[src/rtl/i2c10_pkg.sv]
package i2c10_pkg;

    localparam int SLV_ADDR_W = 10;
    localparam int HI_BITS    = SLV_ADDR_W - 8;
    localparam logic [4:0] TEN_BIT_MARK = 5'b11110;

    localparam logic [1:0] IDX_HI_W = 2'd0;
    localparam logic [1:0] IDX_LO   = 2'd1;
    localparam logic [1:0] IDX_HI_R = 2'd2;

    typedef enum logic [2:0] {
        ST_IDLE,
        ST_START,
        ST_WAIT_START,
        ST_WAIT_ACK,
        ST_WAIT_EMPTY
    } seq_state_e;

    typedef struct packed {
        seq_state_e            st;
        logic [SLV_ADDR_W-1:0] addr;
        logic                  rd;
        logic [1:0]            idx;
        logic                  busy;
        logic                  go_start;
        logic                  go_send;
        logic                  flag_clr;
        logic                  ready;
        logic                  err;
        logic [1:0]            err_idx;
    } seq_regs_t;

endpackage

[src/rtl/i2c10_addr_fmt.sv]
module i2c10_addr_fmt
    import i2c10_pkg::*;
#(
    parameter int         ADDR_W = SLV_ADDR_W,
    parameter logic [4:0] MARK   = TEN_BIT_MARK
) (
    input  logic [ADDR_W-1:0] addr,
    input  logic [1:0]        sel,
    output logic [7:0]        byte_out
);
    localparam int HI_W = ADDR_W - 8;

    logic [7:0]      hi_byte_w;
    logic [7:0]      hi_byte_r;
    logic [HI_W-1:0] hi_bits;

    assign hi_bits   = addr[ADDR_W-1:8];
    assign hi_byte_w = {MARK, hi_bits, 1'b0};
    assign hi_byte_r = {MARK, hi_bits, 1'b1};

    always_comb begin
        unique case (sel)
            IDX_LO:   byte_out = addr[7:0];
            IDX_HI_R: byte_out = hi_byte_r;
            default:  byte_out = hi_byte_w;
        endcase
    end

endmodule

[src/rtl/i2c10_addr_ctrl.sv]
module i2c10_addr_ctrl
    import i2c10_pkg::*;
#(
    parameter int ADDR_W = SLV_ADDR_W
) (
    input  logic              clk,
    input  logic              rst_n,
    input  logic              req_valid,
    input  logic [ADDR_W-1:0] req_addr,
    input  logic              req_read,
    input  logic              start_flag,
    input  logic              tx_empty,
    input  logic              ack_valid,
    input  logic              ack_nack,
    output logic [ADDR_W-1:0] cur_addr,
    output logic [1:0]        cur_idx,
    output logic              busy,
    output logic              go_start,
    output logic              go_send,
    output logic              flag_clr,
    output logic              ready,
    output logic              ready_read,
    output logic              err,
    output logic [1:0]        err_idx
);
    seq_regs_t r_q, r_d;

    always_comb begin
        r_d          = r_q;
        r_d.go_start = 1'b0;
        r_d.go_send  = 1'b0;
        r_d.flag_clr = 1'b0;
        r_d.ready    = 1'b0;
        r_d.err      = 1'b0;
        unique case (r_q.st)
            ST_IDLE: begin
                if (req_valid) begin
                    r_d.addr     = req_addr;
                    r_d.rd       = req_read;
                    r_d.idx      = IDX_HI_W;
                    r_d.busy     = 1'b1;
                    r_d.go_start = 1'b1;
                    r_d.st       = ST_START;
                end
            end
            ST_START: begin
                r_d.st = ST_WAIT_START;
            end
            ST_WAIT_START: begin
                if (start_flag || tx_empty) begin
                    r_d.flag_clr = start_flag;
                    r_d.go_send  = 1'b1;
                    r_d.st       = ST_WAIT_ACK;
                end
            end
            ST_WAIT_ACK: begin
                if (ack_valid) begin
                    if (ack_nack) begin
                        r_d.err     = 1'b1;
                        r_d.err_idx = r_q.idx;
                        r_d.busy    = 1'b0;
                        r_d.st      = ST_IDLE;
                    end else if (r_q.idx == IDX_HI_R) begin
                        r_d.ready = 1'b1;
                        r_d.busy  = 1'b0;
                        r_d.st    = ST_IDLE;
                    end else begin
                        r_d.st = ST_WAIT_EMPTY;
                    end
                end
            end
            ST_WAIT_EMPTY: begin
                if (tx_empty) begin
                    if (r_q.idx == IDX_HI_W) begin
                        r_d.idx     = IDX_LO;
                        r_d.go_send = 1'b1;
                        r_d.st      = ST_WAIT_ACK;
                    end else if (r_q.rd) begin
                        r_d.idx      = IDX_HI_R;
                        r_d.go_start = 1'b1;
                        r_d.st       = ST_START;
                    end else begin
                        r_d.ready = 1'b1;
                        r_d.busy  = 1'b0;
                        r_d.st    = ST_IDLE;
                    end
                end
            end
            default: r_d.st = ST_IDLE;
        endcase
    end

    always_ff @(posedge clk) begin
        if (!rst_n) begin
            r_q         <= '0;
            r_q.st      <= ST_IDLE;
        end else begin
            r_q <= r_d;
        end
    end

    assign cur_addr   = r_q.addr;
    assign cur_idx    = r_q.idx;
    assign busy       = r_q.busy;
    assign go_start   = r_q.go_start;
    assign go_send    = r_q.go_send;
    assign flag_clr   = r_q.flag_clr;
    assign ready      = r_q.ready;
    assign ready_read = r_q.rd;
    assign err        = r_q.err;
    assign err_idx    = r_q.err_idx;

    AST_SEND_AFTER_EMPTY: assert property (@(posedge clk) disable iff (!rst_n)
        go_send |-> $past(tx_empty || start_flag));
    AST_CLR_ON_FLAG: assert property (@(posedge clk) disable iff (!rst_n)
        flag_clr |-> ($past(start_flag) && go_send));
    AST_ONE_COMMAND: assert property (@(posedge clk) disable iff (!rst_n)
        !(go_start && go_send));
    AST_READY_PULSE: assert property (@(posedge clk) disable iff (!rst_n)
        ready |=> !ready);
    AST_READY_ERR_EXCL: assert property (@(posedge clk) disable iff (!rst_n)
        !(ready && err));
    AST_ERR_IDX_RANGE: assert property (@(posedge clk) disable iff (!rst_n)
        err |-> (err_idx != 2'd3));
    AST_BUSY_END: assert property (@(posedge clk) disable iff (!rst_n)
        $fell(busy) |-> (ready || err));
    AST_BUSY_HOLDS_REQ: assert property (@(posedge clk) disable iff (!rst_n)
        (busy && r_q.st != ST_IDLE) |=> $stable(cur_addr));

endmodule

[src/rtl/i2c10_addr_seq.sv]
module i2c10_addr_seq
    import i2c10_pkg::*;
(
    input  logic                  clk,
    input  logic                  rst_n,
    input  logic                  req_valid,
    input  logic [SLV_ADDR_W-1:0] req_addr,
    input  logic                  req_read,
    output logic                  busy,
    output logic                  go_start,
    output logic                  go_send,
    output logic [7:0]            tx_byte,
    output logic                  flag_clr,
    input  logic                  start_flag,
    input  logic                  tx_empty,
    input  logic                  ack_valid,
    input  logic                  ack_nack,
    output logic                  ready,
    output logic                  ready_read,
    output logic                  err,
    output logic [1:0]            err_idx
);
    logic [SLV_ADDR_W-1:0] cur_addr;
    logic [1:0]            cur_idx;

    i2c10_addr_ctrl #(.ADDR_W(SLV_ADDR_W)) u_ctrl (
        .clk        (clk),
        .rst_n      (rst_n),
        .req_valid  (req_valid),
        .req_addr   (req_addr),
        .req_read   (req_read),
        .start_flag (start_flag),
        .tx_empty   (tx_empty),
        .ack_valid  (ack_valid),
        .ack_nack   (ack_nack),
        .cur_addr   (cur_addr),
        .cur_idx    (cur_idx),
        .busy       (busy),
        .go_start   (go_start),
        .go_send    (go_send),
        .flag_clr   (flag_clr),
        .ready      (ready),
        .ready_read (ready_read),
        .err        (err),
        .err_idx    (err_idx)
    );

    i2c10_addr_fmt #(.ADDR_W(SLV_ADDR_W), .MARK(TEN_BIT_MARK)) u_fmt (
        .addr     (cur_addr),
        .sel      (cur_idx),
        .byte_out (tx_byte)
    );

endmodule

[config.mk]
export PLATFORM = sky130hd
export DESIGN_NAME = i2c10_addr_seq
export DESIGN_NICKNAME = d
export VERILOG_FILES = /design/src/rtl/i2c10_pkg.sv /design/src/rtl/i2c10_addr_fmt.sv /design/src/rtl/i2c10_addr_ctrl.sv /design/src/rtl/i2c10_addr_seq.sv
export SDC_FILE = /design/constraint.sdc
export NUM_CORES = 1
export LEC_CHECK = 0
export BUFFER_PORTS_ARGS = -buffer_cell sky130_fd_sc_hd__buf_2
export CORE_MARGIN = 2
export CORE_UTILIZATION = 45
export CTS_CLUSTER_DIAMETER = 120
export DETAILED_ROUTE_END_ITERATION = 8
export GPL_TIMING_DRIVEN = 0
export PLACE_DENSITY = 0.74
export SYNTH_ARGS = -nofsm -noshare
export SYNTH_HDL_FRONTEND = slang
export SYNTH_SLANG_ARGS = --single-unit
[constraint.sdc]
create_clock -name clk -period 1.15 [get_ports clk]
set_input_delay 0.115 -clock clk [delete_from_list [all_inputs] [get_ports clk]]
set_output_delay 0.115 -clock clk [all_outputs]
set_load 0.1 [all_outputs]
==> flow_metrics.py <==
metrics = {
    "status": {
        "status": "complete, but fails checks",
        "violations": "negative setup slack",
    },
    "power": {
        "p_total_uw": 2490,
        "ir_worst_vdd_mv": 1.02,
        "p_per_area_nw_per_um2": 1220,
        "p_leak_uw": 0.000866,
    },
    "sta": {
        "max_freq_mhz": 568,
        "clock_skew_ps": 6.21,
        "drv_slew": 0,
        "finalCritPeriodShare_pct": 153,
        "layout_min_cycle_time_ps": 1760,
        "finalWorstSetupSlack_ps": -610,
        "tightest_slew_ps": 617,
        "relSlewSlack_pct": 58.9,
        "rsz0062_at_grt": "yes",
        "hold_viol_final": 0,
        "setup_viol_count_final": 29,
        "hold-worst-slack_ps": 33.3,
    },
    "hold_path": {
        "hold_path_class": "in2reg",
        "worstHoldStart": "req_read",
        "min_path_cells": 3,
        "hold_end": "u_ctrl.ready_read",
    },
    "critical_path": {
        "crit_type": "reg2out",
        "worstRegToRegCells": 6,
        "timing.rr.end": "u_ctrl.ready",
        "arrival_ps": 1640,
        "endpoint_kind": "primary output",
        "critPathMaxFanout": 6,
        "startpoint_type": "register",
        "critPathBufInv": 3,
        "cp_cell_sequence": "inv_2, ha_4, buf_4, a32o_4, buf_12",
        "max_stage_delay_ps": 380,
        "cp.required_ps": 1030,
        "critPathSlowestCell": "dfxtp_4",
        "reg2reg_from": "u_ctrl.cur_idx[1]",
        "crit_family": "flip-flops",
        "rrSetupSlack_ps": -150,
    },
    "logic_synthesis": {
        "synthesis.nets": 164,
        "yosysUniqueCellTypes": 38,
        "synthFlopType": "dfxtp_1",
        "yosys_warnings": 0,
        "synth_area_um2": 1180,
        "synthesis.instances": 143,
        "ys_ff_latch": 24,
        "avgSynthCellArea_um2": 8.29,
        "synth_seq_area_share_pct": 40.5,
        "async_flop_share_pct": 0,
        "synth-edff-count": 0,
    },
    "drt": {
        "wl_per_cell_um": 16.0,
        "drc": 0,
        "first_pass_iters": 4,
        "vias_per_cell": 5.54,
        "vias": 1252,
        "drtAntennaViolNets": 0,
        "wl_um": 3620,
        "drt-initial-drc-count": 27,
    },
    "cts": {
        "clock_path_buffers": 2,
        "cts_tree": "done",
        "ctsHtreeMaxLevel": 1,
        "cts.clk_slew.worst_paths_ps": 130,
        "cts-root-buf": "clkbuf_4",
        "cts-buffers-inserted": 3,
        "clock-sinks": 24,
        "clk_latency_ps": 320,
    },
    "floorplan": {
        "fp.dieH_um": 55.3,
        "dieArea_um2": 3060,
        "die_w_um": 55.3,
        "core_um2": 2480,
        "top_level_ports": 35,
        "start_util_pct": 47.8,
        "num_rows": 18,
    },
    "finish": {
        "mostFrequentLayoutCell": "buf_4",
        "final_cells": 226,
        "layout_common_cells": "20 x buf_4, 18 x nand2_1, 18 x buf_2",
        "syn2layout_area_growth_pct": 72.8,
        "antenna_cells": 0,
        "final_nets": 219,
        "drive_gt1_share_pct": 64.3,
    },
    "global_routing": {
        "grt_pass1_wl_um": 5710,
        "antenna_found_initial": 0,
        "grt_pass1_vias": 1247,
        "grt_start_max_net_pins": 13,
        "grtUsageTotal_pct": 23.1,
        "gr-total-overflow": 0,
    },
    "place": {
        "dp_cells": 207,
        "io_buffers": 34,
        "place.gp.congestion": 0.863,
        "place_hpwl_um": 2200,
    },
    "job": {
        "cap_viol_max_count": 0,
    },
}
-- synthesized netlist by cell type, drive strengths merged (2+ instances only) --
library cell,count,area (µm²)
a211oi,2,20.0
mux2i,4,40.0
ha,3,37.5
clkbuf,2,7.51
buf,7,57.6
a32o,3,30.0
nor3,2,10.0
nor2,10,45.0
dfxtp,24,480
and3,3,18.8
or2,2,15.0
inv,2,7.51
nor2b,2,12.5
and2b,2,15.0
nand3,2,10.0
nand2,36,138
nand2b,4,25.0
o21ai,5,25.0
nand4,2,12.5
a21oi,14,70.1
-- logic make-up (layout without fill, tap and decap cells) --
logic type               Yosys count  after routing  share of synthesized area, %
flip-flops                        24             24                          40.5
adder cells (fa/ha/maj)            3              3                          3.17
AO/OA/AOI/OAI                     32             32                          18.5
AND/OR/NAND/NOR                   68             68                          28.0
buffers and inverters             12             65                          6.44
multiplexers                       4              4                          3.38
-- power breakdown --
group,leakage (µW),internal (µW),total (µW),switching [µW]
sequential,0.000200,897,966,69.5
combinational,0.000652,455,1150,698
clock,0.0000138,123,374,251
-- how the worst max path moves through the flow --
| stage | from | endpoint | slack, ps | cells past startpoint |
|---|---|---|---|---|
| after floorplan | u_ctrl.cur_idx[1] | tx_byte[0] | -200 | 5 |
| after global placement | u_ctrl.cur_idx[1] | tx_byte[2] | -360 | 5 |
| after detailed placement | u_ctrl.cur_idx[1] | tx_byte[1] | -360 | 5 |
| after CTS | u_ctrl.cur_idx[0] | tx_byte[4] | -600 | 5 |
| after global routing | u_ctrl.cur_idx[0] | tx_byte[6] | -650 | 5 |
| final | u_ctrl.cur_idx[1] | tx_byte[2] | -610 | 5 |
-- repair_timing --
action,4_1_cts,5_1_grt
setup endpoints to repair,38,33
buffers inserted,13,3
hold buffers,0,0
cloned,2,0
resized for setup,89,21
pin swaps,18,8
-- routing by layer --
layer | track usage, % | part of all wire (%) | vias to the layer above | routed length [µm]
met2 | 41.7 | 53 | 32 | 1920
met1 | 28.0 | 42 | 605 | 1520
li1 | - | - | 606 | -
met4 | 8.01 | 1.8 | 0 | 67
met5 | 0 | 0 | - | 0
met3 | 2.81 | 3.4 | 9 | 122
-- state kept, by name (all words and copies together) (netlist names), 2 cells and up --
name             flops
u_ctrl.cur_addr     10
u_ctrl.cur_idx       2
u_ctrl.err_idx       2
u_ctrl.r_q           3
-- worst reg2reg max path, delay by kind of cell (launching register included) --
kind | cells | cell delay (ps)
flip-flops | 1 | 380
buffers and inverters | 2 | 220
AND/OR/NAND/NOR | 2 | 230
AO/OA/AOI/OAI | 1 | 260
adder cells (fa/ha/maj) | 1 | 180
-- final cells by class --
cell class / instances / area [µm²]
plain buffers: 8 / 77.6
clock buffers: 3 / 22.5
multi-input cells: 107 / 930
fillers: 148 / 430
repair buffers: 51 / 462
flip-flops and latches: 24 / 502
inverters: 3 / 16.3
well taps: 30 / 37.5
-- per-stage QoR --
| step | setup slack, ps | cell area, µm² | util, % | TNS (ps) |
|---|---|---|---|---|
| floorplan | -201 | 1340 | - | -2280 |
| global placement | -355 | 1550 | 62.4 | -5200 |
| detailed placement | -365 | 1550 | 62.4 | -5500 |
| CTS | -598 | 1950 | 78.6 | -6540 |
| global route | -651 | 2050 | 82.6 | -8020 |
| finish | -610 | 2050 | 82.6 | -6860 |
No activity file was read; power rests on OpenSTA's default activity.
